<file path="config.mk">
export PLATFORM = sky130hd
export DESIGN_NAME = evt_cmp_channel
export DESIGN_NICKNAME = d
export VERILOG_FILES = /design/src/rtl/evt_cmp_pkg.sv /design/src/rtl/evt_cmp_pass.sv /design/src/rtl/evt_cmp_wrap.sv /design/src/rtl/evt_cmp_store.sv /design/src/rtl/evt_cmp_channel.sv
export SDC_FILE = /design/constraint.sdc
export NUM_CORES = 1
export LEC_CHECK = 0
export BUFFER_PORTS_ARGS = -buffer_cell sky130_fd_sc_hd__buf_2
export CORE_MARGIN = 10
export CORE_UTILIZATION = 50
export DETAILED_ROUTE_END_ITERATION = 10
export PLACE_DENSITY = 0.71
export SYNTH_ARGS = -nofsm -noshare
export SYNTH_HDL_FRONTEND = slang
export SYNTH_SLANG_ARGS = --single-unit
</file>
<file path="constraint.sdc">
create_clock -name clk -period 9.3 [get_ports clk]
set_input_delay 0.465 -clock clk [delete_from_list [all_inputs] [get_ports clk]]
set_output_delay 0.465 -clock clk [all_outputs]
set_load 0.01 [all_outputs]
</file>
<file path="src/rtl/evt_cmp_pkg.sv">
package evt_cmp_pkg;

  typedef struct packed {
    logic periodic;
    logic narrow;
  } chan_mode_t;

  function automatic int half_width(input int w);
    return w / 2;
  endfunction

endpackage

</file>
<file path="src/rtl/evt_cmp_pass.sv">
module evt_cmp_pass #(
  parameter int W = 32
) (
  input  logic [W-1:0] cmp_i,
  input  logic [W-1:0] cnt_i,
  output logic         reached_o,
  output logic         passed_o
);
  logic [W-1:0] diff;

  assign diff      = cmp_i - cnt_i;
  assign passed_o  = diff[W-1];
  assign reached_o = diff[W-1] | (diff == '0);
endmodule

</file>
<file path="src/rtl/evt_cmp_wrap.sv">
module evt_cmp_wrap #(
  parameter int W = 32
) (
  input  logic         clk,
  input  logic         rst,
  input  logic [W-1:0] cnt_i,
  output logic         wrap_o
);
  logic [W-1:0] prev_q;

  always_ff @(posedge clk) begin
    if (rst) prev_q <= '0;
    else     prev_q <= cnt_i;
  end

  assign wrap_o = cnt_i < prev_q;
endmodule

</file>
<file path="src/rtl/evt_cmp_store.sv">
module evt_cmp_store
  import evt_cmp_pkg::*;
#(
  parameter int CNT_W = 64
) (
  input  logic                   clk,
  input  logic                   rst,
  input  chan_mode_t             mode_i,
  input  logic                   setval_set_i,
  input  logic                   wr_lo_i,
  input  logic                   wr_hi_i,
  input  logic [CNT_W/2-1:0]     wr_data_i,
  input  logic                   reload_i,
  output logic [CNT_W-1:0]       cmp_o,
  output logic [CNT_W-1:0]       per_o
);
  localparam int HALF_W = half_width(CNT_W);

  logic [CNT_W-1:0] cmp_q, cmp_d;
  logic [CNT_W-1:0] per_q, per_d;
  logic             setval_q;
  logic             wr_any;
  logic             take_cmp;

  assign wr_any   = wr_lo_i | wr_hi_i;
  assign take_cmp = !mode_i.periodic || setval_q;

  always_comb begin
    cmp_d = cmp_q;
    per_d = per_q;
    if (reload_i) cmp_d = cmp_q + per_q;
    if (wr_lo_i) begin
      if (take_cmp) cmp_d[HALF_W-1:0] = wr_data_i;
      if (mode_i.periodic) begin
        per_d[HALF_W-1:0] = wr_data_i;
        if (mode_i.narrow) per_d[HALF_W-1] = 1'b0;
      end
    end
    if (wr_hi_i) begin
      if (take_cmp) begin
        cmp_d[CNT_W-1:HALF_W] = wr_data_i;
      end else begin
        per_d[CNT_W-1:HALF_W] = wr_data_i;
        per_d[CNT_W-1]        = 1'b0;
      end
    end
    if (mode_i.narrow) begin
      cmp_d[CNT_W-1:HALF_W] = '0;
      per_d[CNT_W-1:HALF_W] = '0;
    end
  end

  always_ff @(posedge clk) begin
    if (rst) begin
      cmp_q    <= '1;
      per_q    <= '0;
      setval_q <= 1'b0;
    end else begin
      cmp_q    <= cmp_d;
      per_q    <= per_d;
      setval_q <= setval_set_i | (setval_q & !wr_any);
    end
  end

  assign cmp_o = cmp_q;
  assign per_o = per_q;


  a_r1_reset_state: assert property (@(posedge clk)
    $past(rst) |-> (cmp_q == '1 && per_q == '0));


  a_r9_period_top_clear: assert property (@(posedge clk) disable iff (rst)
    !per_q[CNT_W-1]);


  a_r10_narrow_upper_zero: assert property (@(posedge clk) disable iff (rst)
    ($past(mode_i.narrow) && !$past(rst)) |->
      (cmp_q[CNT_W-1:HALF_W] == '0 && per_q[CNT_W-1:HALF_W] == '0));


  a_r8_setval_self_clear: assert property (@(posedge clk) disable iff (rst)
    (wr_any && !setval_set_i) |=> !setval_q);
endmodule

</file>
<file path="src/rtl/evt_cmp_channel.sv">
module evt_cmp_channel
  import evt_cmp_pkg::*;
#(
  parameter int CNT_W        = 64,
  parameter bit CAP_PERIODIC = 1'b1,
  parameter bit CAP_WIDE     = 1'b1
) (
  input  logic                 clk,
  input  logic                 rst,
  input  logic [CNT_W-1:0]     counter_i,
  input  logic                 glb_en_i,
  input  logic                 ch_en_i,
  input  logic                 periodic_i,
  input  logic                 narrow_i,
  input  logic                 setval_set_i,
  input  logic                 wr_lo_i,
  input  logic                 wr_hi_i,
  input  logic [CNT_W/2-1:0]   wr_data_i,
  output logic                 fire_o,
  output logic [CNT_W-1:0]     cmp_o,
  output logic [CNT_W-1:0]     period_o,
  output logic                 cap_periodic_o,
  output logic                 cap_wide_o
);
  localparam int HALF_W = half_width(CNT_W);

  chan_mode_t       mode;
  logic [CNT_W-1:0] cmp_w, per_w;
  logic             reach_full, pass_full, reach_lo, pass_lo;
  logic             reached, passed, wrap_evt;
  logic             armed_q, catching_q, fire_q;
  logic             ch_en_q, glb_en_q;
  logic             live, wr_any, arm_evt, reload_mode;
  logic             match_fire, wrap_fire, fire_now, reload;

  assign mode.periodic = periodic_i;
  assign mode.narrow   = narrow_i;

  evt_cmp_store #(.CNT_W(CNT_W)) store_i (
    .clk          (clk),
    .rst          (rst),
    .mode_i       (mode),
    .setval_set_i (setval_set_i),
    .wr_lo_i      (wr_lo_i),
    .wr_hi_i      (wr_hi_i),
    .wr_data_i    (wr_data_i),
    .reload_i     (reload),
    .cmp_o        (cmp_w),
    .per_o        (per_w)
  );

  evt_cmp_pass #(.W(CNT_W)) pass_full_i (
    .cmp_i     (cmp_w),
    .cnt_i     (counter_i),
    .reached_o (reach_full),
    .passed_o  (pass_full)
  );

  evt_cmp_pass #(.W(HALF_W)) pass_lo_i (
    .cmp_i     (cmp_w[HALF_W-1:0]),
    .cnt_i     (counter_i[HALF_W-1:0]),
    .reached_o (reach_lo),
    .passed_o  (pass_lo)
  );

  evt_cmp_wrap #(.W(HALF_W)) wrap_i (
    .clk    (clk),
    .rst    (rst),
    .cnt_i  (counter_i[HALF_W-1:0]),
    .wrap_o (wrap_evt)
  );

  assign reached     = narrow_i ? reach_lo : reach_full;
  assign passed      = narrow_i ? pass_lo  : pass_full;
  assign wr_any      = wr_lo_i | wr_hi_i;
  assign live        = armed_q & ch_en_i & glb_en_i;
  assign reload_mode = periodic_i & (per_w != '0);
  assign arm_evt     = (ch_en_i & !ch_en_q & glb_en_i) |
                       (glb_en_i & !glb_en_q & ch_en_i & (cmp_w != '1));

  assign match_fire  = live & !wr_any & !catching_q & reached;
  assign wrap_fire   = live & !wr_any & narrow_i & !periodic_i & wrap_evt;
  assign fire_now    = match_fire | wrap_fire;
  assign reload      = live & !wr_any & reload_mode &
                       ((!catching_q & reached) | (catching_q & passed));

  always_ff @(posedge clk) begin
    if (rst) begin
      armed_q    <= 1'b0;
      catching_q <= 1'b0;
      fire_q     <= 1'b0;
      ch_en_q    <= 1'b0;
      glb_en_q   <= 1'b0;
    end else begin
      ch_en_q  <= ch_en_i;
      glb_en_q <= glb_en_i;
      fire_q   <= fire_now;
      if (!ch_en_i || !glb_en_i)        armed_q <= 1'b0;
      else if (arm_evt || wr_any)       armed_q <= 1'b1;
      else if (match_fire && !reload_mode) armed_q <= 1'b0;
      if (!live || wr_any)              catching_q <= 1'b0;
      else if (reload)                  catching_q <= 1'b1;
      else if (catching_q && !passed)   catching_q <= 1'b0;
    end
  end

  assign fire_o         = fire_q;
  assign cmp_o          = cmp_w;
  assign period_o       = per_w;
  assign cap_periodic_o = CAP_PERIODIC;
  assign cap_wide_o     = CAP_WIDE;


  a_r3_fire_needs_enables: assert property (@(posedge clk) disable iff (rst)
    fire_o |-> $past(ch_en_i && glb_en_i));


  a_r4_no_repeat: assert property (@(posedge clk) disable iff (rst)
    (fire_o && $past(fire_o)) |-> $past(narrow_i && !periodic_i));


  a_r6_zero_period_no_reload: assert property (@(posedge clk) disable iff (rst)
    (fire_o && $past(per_w == '0)) |-> $stable(cmp_o));
endmodule

</file>
==> flow_summary.toml, run 1 <==
[outcome]
status = "finished clean"

[final_layout]
fin_nets = 2984
final_util_pct = 55.6
syn_to_final_growth_pct = 10.2
layout.cells.non_filler = 3193
n_antenna_cell = 0
multi_input_area_mm2 = 0.0134
drive_gt1_share_pct = 12.1
fillers = 3506
regArea_mm2 = 0.00330

[timing]
slew_headroom_pct = 15.4
tightestPinTransition_ns = 1.27
slew_violations = 0
rsz0062_at_grt = "no"
fmax_mhz = 158
fin_skew_ns = 0.0114
setup_viol = 0
tns_ns = 0
hold_viol_final = 0
finalCritPeriodShare_pct = 67.9
min_period_ns = 6.32

[floorplan]
rows = 69
start_util_pct = 50.5
die_y_um = 209
dieArea_mm2 = 0.0438
ioPinCount = 236
die_x_um = 209
core-area_mm2 = 0.0355

[synth]
synth-adder-area-share_pct = 11.2
ys.flop_type = "dfxtp_1"
synth_seq_cells = 165
synth_top_area_cell = "dfxtp_1"
synth_edf_count = 0
synth_top_family_by_area = "simple AND/OR/NAND/NOR gates"
synth_cell_types = 91
synth_compound_area_share_pct = 27.9
yosysMostFrequentCell = "nand2_1"
synthTopCellsByArea = "dfxtp_1 18%, ha_1 11%, a21oi_1 7.0%"
yosys.area_share.simple_pct = 30.8
synth.area.mux_share_pct = 1.20
synth_common_cells = "291 x nand2_1, 252 x a21oi_1, 245 x nor2_1"
async_reset_ff_share_pct = 0
yosys_warnings = 0
synth-xor-area-share_pct = 3.77
synth_top_area_share_pct = 18.4
netlist_instances = 2601
syn-mean-instance-area_um2 = 6.88
synthesis.area_mm2 = 0.0179
seq_area_frac_synth_pct = 18.4

[detailed_routing]
drt_first_pass_iters = 7
ant_nets = 0
drt_iter0_markers = 3110
via_per_inst = 6.87
num_vias = 21900
post-route-drc-count = 0
wire_per_inst_um = 26.1
routed_wl_um = 83500

[worst_setup_path]
critPathKind = "register to register"
critPathArrivalTime_ns = 6.72
critPathSlowestCell = "nand2_4"
crit_fanout = 114
cpLargestDelayFamily = "simple AND/OR/NAND/NOR gates"
cpMostUsedCell = "or4_1"
crit_buf_inv = 1
worst_setup_path_end_kind = "register"
start_kind = "register"
crit_chain = "inv_1, ha_1, fa_1, nand2b_1, a21oi_1, o21ai_0, or4_1, or4_1, nor4_1, nand4_1, nand2_4, nand2_1, or3_1, nand3_1"
max_stage_delay_ns = 0.95
required_ns = 9.71

[cts]
clk_latency_ns = 0.47
cts_tree = "yes"
post_cts_buffers = 0
ctsResizeCount = 0
cts-root-buf = "clkbuf_16"
clkTransAtPathRegs_ns = 0.07
numCtsBuffers = 17
hold_buffers = 0
cts_sinks = 165
max-clock-path-buffers = 2
htreeDepth = 4

[place]
dp.cells = 3162
portBuffers = 232
dp_hpwl_um = 65200
gp_congestion = 1.07

[pwr]
p_per_area_mw_per_mm2 = 151
p_leak_nw = 8.57
peakVddDrop_v = 0.000144

[global_routing]
antenna_found_initial = 2
track_usage_pct = 36.1
grt_pass1_vias = 20500
grt_max_degree = 115
grt_pass1_wl_um = 124000
grt_overflow = 0

[min_path]
hp-class = "input port to register"

[run]
maxCapViolations = 0
[flip-flops by register name, indices dropped and copies added, names as in the netlist]
signal / cells
glb_en_q: 1
store_i.per_o: 63
ch_en_q: 1
fire_o: 1
store_i.setval_q: 1
wrap_i.prev_q: 32
catching_q: 1
armed_q: 1
store_i.cmp_o: 64
[where the power goes]
part           internal (W)  switching (W)
Sequential         0.000750       0.000103
Combinational      0.000471       0.000912
Clock              0.000401       0.000343
Total               0.00162        0.00136
[metrics by stage]
stage          hold WS (ns)  cell area, µm²  worst slack [ns]  total power [W]
4_1_cts               0.218           19700              3.14          0.00292
3_3_place_gp          0.478           19200              3.33          0.00218
6_report              0.214           19700              2.98          0.00298
3_5_place_dp          0.486           19200              3.12          0.00219
2_1_floorplan         0.442           17900              4.98          0.00173
5_1_grt               0.235           19700              2.62          0.00310
[cell type report]
class	instances	share of cell area (%)
Clock buffer	19	2.24
Clock inverter	12	0.647
Inverter	136	2.59
Multi-Input combinational cell	2146	68.1
Sequential cell	165	16.7
Tap cell	461	2.92
Timing Repair Buffer	254	6.73
[worst min-delay path, cell delays in order]
cell and delay [ns]:
buf_2 0.07, a21oi_1 0.03, nor2_1 0.07
[path summary, 6_finish.rpt]
path,cells after the start,endpoint,startpoint,slack [ns]
max reg2reg,14,store_i.cmp_o[40],store_i.cmp_o[0],2.98
max,14,store_i.cmp_o[40],store_i.cmp_o[0],2.98
min,3,store_i.setval_q,setval_set_i,0.21
min reg2reg,2,store_i.per_o[2],store_i.per_o[2],0.49
[cells in the final DEF, fill, tap and decap left out, drive strengths merged, types with 41 or more instances in the layout]
| cell | n |
|---|---|
| nand2 | 292 |
| a21oi | 257 |
| buf | 254 |
| nor2 | 245 |
| dfxtp | 165 |
| ha | 157 |
| inv | 137 |
| o21ai | 108 |
| nor3 | 106 |
| nand4 | 105 |
| nand3 | 103 |
| nor4 | 81 |
| a21o | 72 |
| and3 | 54 |
| o31ai | 45 |
| xor2 | 41 |
[cells by family after synthesis]
kind of cell               Yosys count
AOI/OAI and AO/OA                  765
xor gates and xnor gates            77
adders and majority gates          159
buffers and inverters              291
DFF                                165
muxes                               21
other                                2
and+or+nand+nor                   1121
[routing by layer]
layer | vias to the layer above | GRT usage, % | wire [µm]
met5 | - | 0 | 27
met4 | 4 | 17.4 | 4450
met3 | 298 | 8.43 | 9920
met2 | 1465 | 55.8 | 36500
met1 | 10300 | 46.2 | 32500
li1 | 9881 | - | -
No activity file was read; power rests on OpenSTA's default activity.
==> run 2, diff against run 1 <==
PLACE_DENSITY = 0.73   (was 0.71)
clock period = 5.6 ns   (was 9.3 ns; I/O delays follow)
==> flow_summary.toml, run 2 (same netlist as run 1, synthesis figures left out) <==
[worst_setup_path]
worst_setup_path_end_kind = "register"
critPathArrivalTime_ns = 5.78
start_kind = "register"
critPathKind = "register to register"
required_ns = 5.95
reg2reg_slack_ns = 0.17
crit_fanout = 60

[cts]
cts-root-buf = "clkbuf_16"
hold_buffers = 0
htreeDepth = 4
numCtsBuffers = 17
clkTransAtPathRegs_ns = 0.08
max-clock-path-buffers = 2
post_cts_buffers = 0
cts_sinks = 165
ctsResizeCount = 0
clk_latency_ns = 0.47
cts_tree = "yes"

[min_path]
hp-class = "input port to register"

[place]
dp.cells = 3230
portBuffers = 232
dp_hpwl_um = 66500
gp_congestion = 1.05

[timing]
fmax_mhz = 184
min_period_ns = 5.43
hold_slack_ns = 0.0276
rsz0062_at_grt = "no"
tns_ns = 0
slew_headroom_pct = 24.5
finalCritPeriodShare_pct = 97.0
hold_viol_final = 0
slew_violations = 0
tightestPinTransition_ns = 1.12
fin_skew_ns = 0.0184
setup_viol = 0

[floorplan]
dieArea_mm2 = 0.0438
die_x_um = 209
core-area_mm2 = 0.0355
rows = 69
ioPinCount = 236
start_util_pct = 50.5
die_y_um = 209

[final_layout]
largest_reg_flops = 64
drive_gt1_share_pct = 14.2
layout_common_cells = "290 x nand2_1, 252 x a21oi_1, 242 x nor2_1"
fillers = 3458
syn_to_final_growth_pct = 13.4
final_util_pct = 57.2
fin_nets = 3052
layout_commonest_cell = "nand2_1"
layout.cells.non_filler = 3264

[global_routing]
grt_overflow = 0
antenna_found_initial = 3
track_usage_pct = 36.3
grt_pass1_vias = 20300
grt_max_degree = 94
grt_pass1_wl_um = 124000

[pwr]
fin_total_pwr_w = 0.00501
peakVddDrop_v = 0.000259
p_leak_nw = 8.89
p_per_area_mw_per_mm2 = 247

[detailed_routing]
routed_wl_um = 84000
num_vias = 22300
post-route-drc-count = 0
via_per_inst = 6.82
wire_per_inst_um = 25.7
drt_iter0_markers = 3219
drt_first_pass_iters = 6
ant_nets = 0

[outcome]
status = "finished clean"

[run]
maxCapViolations = 0
-- run 2: changes by cell type in the layout (fill, tap and decap cells not counted), sizes merged, moves of 2 or more --
cell	delta
buf	+68
diode	+2
clkbuf	+2
clkinv	-2
-- run 2: path summary, 6_finish.rpt --
kind / start / end / cells past startpoint
setup reg to reg: store_i.cmp_o[47] / store_i.cmp_o[60] / 14
hold reg to reg: store_i.per_o[6] / store_i.per_o[6] / 2
setup / recovery: store_i.cmp_o[47] / store_i.cmp_o[60] / 14
hold / removal: rst / store_i.setval_q / 2
-- run 2: stage by stage --
stage               setup slack [ns]  area, µm²
floorplan                       1.28      17900
global placement               0.552      19700
detailed placement             0.400      19700
CTS                            0.357      20300
global route                  0.0710      20300
finish                         0.167      20300
-- run 2: final cells by class --
type / instances / area (µm²) / share of cell area [%]
flip-flops and latches: 165 / 3300 / 16.3
multi-input cells: 2146 / 13400 / 66.2
inverters: 136 / 510 / 2.51
diodes: 2 / 5.00 / 0.0247
clock inverters: 11 / 118 / 0.579
clock buffers: 21 / 470 / 2.32
well taps: 461 / 577 / 2.84
repair buffers: 322 / 1880 / 9.24
-- run 2: routing by layer --
metal  track usage (%)  vias up  share of wire, %
met5                 0        -             0.033
met4              18.2        4               5.4
met3              7.62      270                12
met2              54.0     1510                42
met1              48.5    10400                40
li1                  -    10100                 -
-- run 2: power breakdown --
part           switching, W  leakage, nW  internal (W)
logic               0.00160         7.25      0.000836
clock network      0.000577        0.282      0.000657
registers         0.0000977         1.36       0.00125
-- run 2: critical path: stages, from the launching register on --
cell	delay, ns
dfxtp_1	0.50
ha_1	0.44
a21oi_1	0.24
o21ai_0	0.25
o21bai_1	0.25
nand2b_1	0.23
nor4_1	0.60
nor2_1	0.22
xor2_1	0.20
or4_4	0.51
or4_1	0.72
nor3_4	0.34
buf_12	0.31
nor2_1	0.15
o311ai_1	0.35
